[src/rtl/alm_intc_pkg.sv]
package alm_intc_pkg;

    localparam int DEF_NCH   = 8;
    localparam int DEF_NLVL  = 4;
    localparam int DEF_NEVT  = 4;

    typedef enum logic [1:0] {
        SEL_SRC  = 2'd0,
        SEL_STAT = 2'd1,
        SEL_EN   = 2'd2,
        SEL_RSVD = 2'd3
    } reg_sel_e;

    typedef struct packed {
        logic     chan_hit;
        logic     ctrl_hit;
        reg_sel_e sel;
    } dec_t;

    function automatic logic any_set(input logic [31:0] v);
        return |v;
    endfunction

endpackage

[src/rtl/alm_chan.sv]
module alm_chan #(
    parameter int NLVL = alm_intc_pkg::DEF_NLVL,
    parameter int NEVT = alm_intc_pkg::DEF_NEVT,
    localparam int NA  = NLVL + NEVT
) (
    input  logic            clk,
    input  logic            rst,
    input  logic            frame_stb,
    input  logic            upd_dis,
    input  logic [NLVL-1:0] lvl_in,
    input  logic [NEVT-1:0] evt_in,
    input  logic            en_we,
    input  logic [NA-1:0]   en_wd,
    input  logic            clr_src,
    output logic [NA-1:0]   src,
    output logic [NA-1:0]   en,
    output logic [NA-1:0]   stat,
    output logic            irq_ch
);
    logic [NLVL-1:0] snap_lvl;
    logic [NEVT-1:0] snap_evt;
    logic [NEVT-1:0] pend, pend_n;
    logic [NEVT-1:0] acc, acc_n;
    logic            samp;
    logic [NLVL-1:0] set_lvl;
    logic [NEVT-1:0] set_evt;
    logic [NA-1:0]   set_all;

    always_comb begin
        samp    = frame_stb & ~upd_dis;
        pend_n  = pend | evt_in;
        acc_n   = acc | evt_in;
        set_lvl = samp ? (lvl_in ^ snap_lvl) : '0;
        set_evt = upd_dis ? '0 : pend_n;
        set_all = {set_evt, set_lvl};
    end

    always_ff @(posedge clk) begin
        if (rst) begin
            snap_lvl <= '0;
            snap_evt <= '0;
            pend     <= '0;
            acc      <= '0;
            src      <= '0;
            en       <= '0;
        end else begin
            if (en_we)
                en <= en_wd;
            if (samp) begin
                snap_lvl <= lvl_in;
                snap_evt <= acc_n;
                acc      <= '0;
            end else begin
                acc      <= acc_n;
            end
            pend <= upd_dis ? pend_n : '0;
            src  <= (src & ~{NA{clr_src}}) | set_all;
        end
    end

    assign stat   = {snap_evt, snap_lvl};
    assign irq_ch = |(src & en);

endmodule

[src/rtl/alm_regs.sv]
module alm_regs
    import alm_intc_pkg::*;
#(
    parameter int NCH = DEF_NCH,
    parameter int NA  = DEF_NLVL + DEF_NEVT,
    localparam int CHW = $clog2(NCH),
    localparam int AW  = CHW + 3
) (
    input  logic              clk,
    input  logic              rst,
    input  logic              wr_en,
    input  logic              rd_en,
    input  logic [AW-1:0]     addr,
    input  logic [NA-1:0]     wdata,
    input  logic [NCH*NA-1:0] src_all,
    input  logic [NCH*NA-1:0] en_all,
    input  logic [NCH*NA-1:0] stat_all,
    output logic [NA-1:0]     rdata,
    output logic              upd_dis,
    output logic [NCH-1:0]    en_we,
    output logic [NCH-1:0]    clr_src
);
    localparam logic [AW-1:0] CTRL_ADDR = AW'(1) << (AW - 1);

    dec_t           dec;
    logic [CHW-1:0] ch;
    logic [NA-1:0]  rd_mux;

    always_comb begin
        ch           = addr[CHW+1:2];
        dec.chan_hit = ~addr[AW-1];
        dec.ctrl_hit = (addr == CTRL_ADDR);
        dec.sel      = reg_sel_e'(addr[1:0]);
    end

    for (genvar c = 0; c < NCH; c++) begin : g_strobe
        assign en_we[c]   = wr_en & dec.chan_hit & (ch == CHW'(c)) & (dec.sel == SEL_EN);
        assign clr_src[c] = rd_en & dec.chan_hit & (ch == CHW'(c)) & (dec.sel == SEL_STAT);
    end

    always_comb begin
        rd_mux = '0;
        if (dec.ctrl_hit) begin
            rd_mux[0] = upd_dis;
        end else if (dec.chan_hit) begin
            unique case (dec.sel)
                SEL_SRC:  rd_mux = src_all[ch*NA +: NA];
                SEL_STAT: rd_mux = stat_all[ch*NA +: NA];
                SEL_EN:   rd_mux = en_all[ch*NA +: NA];
                default:  rd_mux = '0;
            endcase
        end
    end

    always_ff @(posedge clk) begin
        if (rst) begin
            rdata   <= '0;
            upd_dis <= 1'b0;
        end else begin
            if (rd_en)
                rdata <= rd_mux;
            if (wr_en && dec.ctrl_hit)
                upd_dis <= wdata[0];
        end
    end

endmodule

[src/rtl/alm_irq_or.sv]
module alm_irq_or #(
    parameter int N = alm_intc_pkg::DEF_NCH
) (
    input  logic [N-1:0] req,
    output logic         any
);
    localparam int W = (N < 2) ? 2 : N;
    logic [W-1:0] pad;

    assign pad = W'(req);

    if (N == 1) begin : g_one
        assign any = pad[0];
    end else begin : g_many
        logic [N-1:0] chain;
        assign chain[0] = pad[0];
        for (genvar i = 1; i < N; i++) begin : g_or
            assign chain[i] = chain[i-1] | pad[i];
        end
        assign any = chain[N-1];
    end

endmodule

[src/rtl/alm_intc.sv]
module alm_intc
    import alm_intc_pkg::*;
#(
    parameter int NCH  = DEF_NCH,
    parameter int NLVL = DEF_NLVL,
    parameter int NEVT = DEF_NEVT,
    localparam int NA  = NLVL + NEVT,
    localparam int CHW = $clog2(NCH),
    localparam int AW  = CHW + 3
) (
    input  logic                clk,
    input  logic                rst,
    input  logic                frame_stb,
    input  logic [NCH*NLVL-1:0] lvl_in,
    input  logic [NCH*NEVT-1:0] evt_in,
    input  logic                wr_en,
    input  logic                rd_en,
    input  logic [AW-1:0]       addr,
    input  logic [NA-1:0]       wdata,
    output logic [NA-1:0]       rdata,
    output logic                irq
);
    logic [NCH*NA-1:0] src_all;
    logic [NCH*NA-1:0] en_all;
    logic [NCH*NA-1:0] stat_all;
    logic [NCH-1:0]    en_we;
    logic [NCH-1:0]    clr_src;
    logic [NCH-1:0]    irq_ch;
    logic              upd_dis;

    alm_regs #(.NCH(NCH), .NA(NA)) u_regs (
        .clk      (clk),
        .rst      (rst),
        .wr_en    (wr_en),
        .rd_en    (rd_en),
        .addr     (addr),
        .wdata    (wdata),
        .src_all  (src_all),
        .en_all   (en_all),
        .stat_all (stat_all),
        .rdata    (rdata),
        .upd_dis  (upd_dis),
        .en_we    (en_we),
        .clr_src  (clr_src)
    );

    for (genvar c = 0; c < NCH; c++) begin : g_ch
        alm_chan #(.NLVL(NLVL), .NEVT(NEVT)) u_ch (
            .clk       (clk),
            .rst       (rst),
            .frame_stb (frame_stb),
            .upd_dis   (upd_dis),
            .lvl_in    (lvl_in[c*NLVL +: NLVL]),
            .evt_in    (evt_in[c*NEVT +: NEVT]),
            .en_we     (en_we[c]),
            .en_wd     (wdata),
            .clr_src   (clr_src[c]),
            .src       (src_all[c*NA +: NA]),
            .en        (en_all[c*NA +: NA]),
            .stat      (stat_all[c*NA +: NA]),
            .irq_ch    (irq_ch[c])
        );
    end

    alm_irq_or #(.N(NCH)) u_or (
        .req (irq_ch),
        .any (irq)
    );

endmodule

[config.mk]
export PLATFORM = sky130hd
export DESIGN_NAME = alm_intc
export DESIGN_NICKNAME = d
export VERILOG_FILES = /design/src/rtl/alm_intc_pkg.sv /design/src/rtl/alm_chan.sv /design/src/rtl/alm_regs.sv /design/src/rtl/alm_irq_or.sv /design/src/rtl/alm_intc.sv
export SDC_FILE = /design/constraint.sdc
export NUM_CORES = 1
export LEC_CHECK = 0
export ABC_AREA = 1
export BUFFER_PORTS_ARGS = -buffer_cell sky130_fd_sc_hd__clkbuf_2
export CAP_MARGIN = 20
export CORE_MARGIN = 2
export CORE_UTILIZATION = 42
export DETAILED_ROUTE_END_ITERATION = 8
export HOLD_SLACK_MARGIN = 0.12
export MAX_ROUTING_LAYER = met4
export PLACE_DENSITY_LB_ADDON = 0.05
export SETUP_SLACK_MARGIN = 0.02
export SLEW_MARGIN = 40
export SYNTH_ARGS = -nofsm -noshare
export SYNTH_HDL_FRONTEND = slang
export SYNTH_SLANG_ARGS = --single-unit
[constraint.sdc]
create_clock -name clk -period 2.72 [get_ports clk]
set_clock_uncertainty 0.05 [all_clocks]
set_input_delay 0.136 -clock clk [delete_from_list [all_inputs] [get_ports clk]]
set_output_delay 0.136 -clock clk [all_outputs]
set_load 0.01 [all_outputs]
* After elaboration in Yosys (flattened, before gate mapping) *
Index checks and enable logic that the tools add are counted.

operators by class
  equality and inequality tests = 10
  shift-type cells = 3
  multiplexer cells = 20
  bitwise operators = 100
  reduce and logical (&&, ||, !) cells = 13

operator list
  cell                  count
  $shiftx A64 B7 Y8     3
  $and A8 B8 Y8         16
  $mux W4               16
  $not A8 Y8            8
  $or A4 B4 Y4          16
  $or A8 B8 Y8          8
  $reduce_or A8 Y1      8
  $and A1 B1 Y1         35
  $xor A4 B4 Y4         8
  $pmux W8 S3           1
  $eq A3 B3 Y1 const B  4
  $mux W8               1
  $mux W7               1
  $or A1 B1 Y1          7
  $eq A3 B2 Y1 const B  2
  $eq A6 B6 Y1 const B  1
  $reduce_or A2 Y1      2
  $eq A3 B1 Y1 const B  1
  $logic_not A3 Y1      1
  $eq A2 B1 Y1 const B  1
  $eq A2 B2 Y1 const B  1
  $logic_not A2 Y1      1
  $not A1 Y1            2
  $logic_and A1 B1 Y1   1
  $mux W1               1

word-level totals
  register bits = 265
  input port bits = 83
  output and inout bits = 9
  word-level logic and storage cells = 196

* Logic depth before layout (Yosys ltp) *
  word-level depth = 9
  gate-level depth with buffers = 14
  gate-level depth less buffers = 12

* Modules after synthesis *
Synthesis repeated with hierarchy kept, for this count alone.

second synthesis, totals
  cells, all modules = 1774
  area total of the unflattened synthesis = 12460.7 um2

modules (own cells, without submodules)
  module      times used  cells each  area each (um2)  sequential area each (um2)
  alm_chan    8           153         1236.2           640.6
  alm_regs    1           535         2514.9           180.2
  alm_irq_or  1           15          56.3             0.0

* Worst setup path before layout *
Ideal clock, no wire load.

  path type = input to register
  from = input addr[0]
  to = register u_regs.rdata[5]
  library setup time = 132 ps
  arrival = 1260 ps
  data required time = 2538 ps
  slack = 1278 ps
  stages = 10
  path buffers = 1
  path through = inv_1 ha_1 buf_2 or2_2 nand2_1 nand2_1 nand3_1 nand2_1 nand3_1 a21oi_1

on the way
  longest elaborated chain between the ends = 4
  elaborated cells between the ends (all ways) = 7
  classes of those cells = 3 x eq/ne; 3 x mux; 1 x reduce/logical

ends and longest elaborated chain
  item                                        RTL line        text
  start: declaration                          alm_intc.sv:18  input logic [AW-1:0] addr,
  $eq A2 B2 Y1, or another cell as far along  alm_regs.sv:46  unique case (dec.sel)
  $pmux W8 S3                                 alm_regs.sv:46
  $mux W8                                     alm_regs.sv:45  end else if (dec.chan_hit) begin
  $mux W7 (*)                                 alm_regs.sv:43  if (dec.ctrl_hit) begin
  end signal: assignment                      alm_regs.sv:61  rdata <= rd_mux;
  end: declaration                            alm_regs.sv:18  output logic [NA-1:0] rdata,

Every way passes the cells marked *; elsewhere a longest branch is shown, timed or not.
A chain may end at the register's enable or synchronous reset.

* Worst setup path in the final report *
  from = register g_ch[2].u_ch.src[4]
  to = output irq

on the way
  longest elaborated chain between the ends = 8

ends and longest elaborated chain
  item                       RTL line          text
  start: declaration         alm_chan.sv:15    output logic [NA-1:0] src,
  start signal: assignment   alm_chan.sv:57    src <= (src & ~{NA{clr_src}}) | set_all;
  $and A8 B8 Y8              alm_chan.sv:62    assign irq_ch = |(src & en);
  $reduce_or A8 Y1           alm_chan.sv:62
  $or A1 B1 Y1 (6 in a row)  alm_irq_or.sv:18  assign chain[i] = chain[i-1] | pad[i];
  end: declaration           alm_intc.sv:21    output logic irq

Every way passes these cells.

==> results.md <==
* Mapped Cells at 1,641
* Via count at 11,398
* Type of the worst setup path: reg2out
* Syn_area_per_cell at 6.96 um2
* XOR/XNOR share of the synthesized area at 0%
* Routability cong. at 0.944
* Sequential fraction of the synthesis area at 46.5%
* CTS sink count at 265
* R2r startpoint: u_regs.upd_dis$_SDFFE_PP0P_
* Met2 wire length at 17,100 um
* TritonCTS buffer count at 30
* Synth top area cells: dfxtp_1 (46%), nand2_1 (12%), nor2_1 (11%)
* PwrDens at 683 nW/um2
* Area delta synth->final at 22.5%
* Setup TNS at 0 ns
* #FFs+latches synth at 265
* Vias in the first global route at 10,638
* Share of layout cells above drive strength 1 at 11.4%
* Router iterations before antenna repair at 5
* Overall power at 9550 uW
* Max Cap Viol at 0
* Largest net degree at the start of global routing at 93
* Met1 WL at 18,400 um
* Achievable Freq at 420 MHz
* Cell taking the most area after synthesis: dfxtp_1
* Fill count at 2,713
* Critical Path Fanout Max at 3
* Chip width at 169 um
* PortBufs at 91
* Max Buffers Root-to-Sink at 3
* Period utilization at 87.5%
* Clk_lat worst skew at 0.57 ns
* First-pass GRT wire length at 61,300 um
* Worst EP required at 2.53 ns
* Slew @ Worst Pin at 0.821 ns
* Cell Area, Synth at 11,400 um2
* DR WL met3 at 2590 um
* CP startpoint: g_ch[2].u_ch.src[4]$_SDFF_PP0_
* WP data arrival at 2.19 ns
* Grt total ovfl at 0
* Rel. slew slack at 45.3%
* Clock transition at the registers of the reported paths at 0.07 ns
* Row cnt at 60
* Routed WL at 39,600 um
* Iter 0 DRT Violations at 1,000
* DR DRC count at 0
* Count of final max-slew check failures at 0
* Netlist cell types at 31
* Main combinational cell family by area after synthesis: simple AND/OR/NAND/NOR gates
* Highest metal used: met4
* Antenna Nets Post-Route at 0
* Synth Area in Compound Gates at 17.1%
* CTS tree: built
* DR vias/cell at 5.30
* YS warnings at 0
* Footprint of the multi-input gates at 5450 um2
* Initial antenna violation count at 1
* Drt wl/cell at 18.4 um
* Adder-cell share of the synthesized area at 0.439%
* Startpoint Class: register
* R2R Setup Slk at 1.07 ns
* Storage cell area at 5310 um2
* Fin. Hold Viols at 0
* Outcome: finished, final reports clean
* H-tree Lvls at 1
* Mux cell area share after synthesis at 0%
* Nets at 1,872
* CP endpoint kind: output port
* GRT Util Overall at 28.4%
* Maximum vdd drop at 0.000430 V
* RSZ-0062 raised after global routing: no
* End point of the critical path: irq
* Synth Net Count at 1,728
* Initial core utilization at 42.6%
* P_leak at 0.00594 uW
* Die area at 28,500 um2
* Hold slack at 0.156 ns
* Top-area cell type share of the netlist area at 46.5%
* Die Ht at 169 um
* Final setup viols at 0
* Clk root buf: clkbuf_16
* Post-layout util at 52.2%
* # IOs at 92
* Minimum clock period at 2.38 ns
* R2r endpoint: g_ch[4].u_ch.src[0]$_SDFF_PP0_
* Core area at 26,800 um2
* Hold crit path type: in2reg
* Synth Area in Simple Gates at 30.1%
* Reg2Reg Depth at 6
* Hpwl dp at 27,400 um
* # Post-CTS Setup Buffers at 0
==> per-layer routing <==
| metal | vias to the layer above | global-route usage [%] |
|---|---|---|
| met5 | - | - |
| met4 | 0 | 9.97 |
| met3 | 95 | 4.07 |
| li1 | 5668 | - |
| met2 | 406 | 43.2 |
| met1 | 5229 | 38.8 |
==> placed cells by master (no fill, tap or decap), types with 3 or more instances in the layout <==
cell type	count
nand4_1	16
nor3_1	7
buf_4	17
buf_12	4
nor2_1	349
a22o_1	11
nand2_1	358
dfxtp_1	265
nor2_4	5
or2_2	10
nand3b_1	5
clkbuf_2	91
o211ai_1	4
inv_1	60
nand3_1	80
clkbuf_16	30
clkbuf_8	10
nand2_2	6
clkinv_2	6
inv_2	12
a21oi_1	147
dlygate4sd3_1	78
o21ai_0	213
bufinv_16	3
==> power breakdown <==
group / total [uW] / internal, uW / switching [uW] / leakage [uW]
sequential: 4230 / 4070 / 160 / 0.00218
clock: 4310 / 2590 / 1720 / 0.000530
combinational: 999 / 391 / 609 / 0.00323
==> timing repair <==
action                                  CTS  global route
resized for setup                         0             0
hold endpoints to repair                260             0
hold buffers                             78             0
endpoints found under the setup margin    0             0
==> Yosys cell counts <==
cell type,instances
inv_2,12
nand3b_1,5
dfxtp_1,265
or2_2,10
nor3_4,1
nand2_4,1
nand3_1,80
buf_4,11
nand4_1,16
nand2_2,6
nand3_2,1
o211ai_1,4
buf_6,3
nor2_1,349
and2_0,1
inv_1,61
o21bai_1,1
a22o_1,11
nand2_1,358
nor2_2,2
ha_1,4
clkbuf_2,1
a41oi_1,1
a21oi_1,147
o221ai_1,1
nor2_4,5
o21ai_0,213
buf_2,24
nor3_1,7
clkbuf_1,39
clkinv_1,1
==> worst min path at each step <==
stage                    start                               to  slack, ns  depth (start not counted)
finish                 addr[0]     u_regs.rdata[0]$_SDFFE_PP0P_       0.16                          7
global route           addr[0]     u_regs.rdata[0]$_SDFFE_PP0P_       0.19                          7
CTS                    addr[0]     u_regs.rdata[0]$_SDFFE_PP0P_       0.14                          7
detailed placement  evt_in[14]  g_ch[3].u_ch.pend[2]$_SDFF_PP0_       0.35                          3
global placement    evt_in[14]  g_ch[3].u_ch.pend[2]$_SDFF_PP0_       0.34                          3
floorplan             wdata[0]  g_ch[0].u_ch.en[0]$_SDFFE_PP0P_       0.22                          2
==> worst max-delay path, cell delays in order, from the launching register on <==
cell and delay, ns:
dfxtp_1 0.35, nand2_1 0.16, nand4_1 0.11, nor3_1 0.41
and2_0 0.19, nand4_1 0.20, clkbuf_2 0.20
==> kinds of logic (layout without fill, tap and decap cells) <==
| kind of cell | count (synthesis) | after routing |
|---|---|---|
| AND/OR/NAND/NOR | 842 | 842 |
| AO/OA/AOI/OAI | 378 | 378 |
| flip-flops | 265 | 265 |
| buffers and inverters | 152 | 320 |
| adder cells (fa/ha/maj) | 4 | 4 |
| other | 0 | 1 |
==> layout make-up <==
class	instances	share of cell area (%)
Inverter	74	2.00
Sequential cell	265	37.9
Tap cell	341	3.05
Clock buffer	42	6.41
Antenna cell	1	0.0179
Multi-Input combinational cell	1224	39.0
Timing Repair Buffer	190	10.3
Clock inverter	14	1.31
==> through the flow <==
stage	setup slack [ns]	area (um2)	std cells
after floorplan	1.28	11400	1641
after global placement	0.458	12100	2016
after detailed placement	0.469	12100	2016
after CTS	0.406	14000	2150
after global routing	0.308	14000	2151
final	0.341	14000	2151
==> state kept, by name, indices dropped and copies added (netlist names) <==
| name | flops |
|---|---|
| g_ch.u_ch.acc | 32 |
| g_ch.u_ch.en | 64 |
| g_ch.u_ch.pend | 32 |
| g_ch.u_ch.snap_evt | 32 |
| g_ch.u_ch.snap_lvl | 32 |
| g_ch.u_ch.src | 64 |
| u_regs.rdata | 8 |
| u_regs.upd_dis | 1 |
Power figures use the tool's default switching activity.
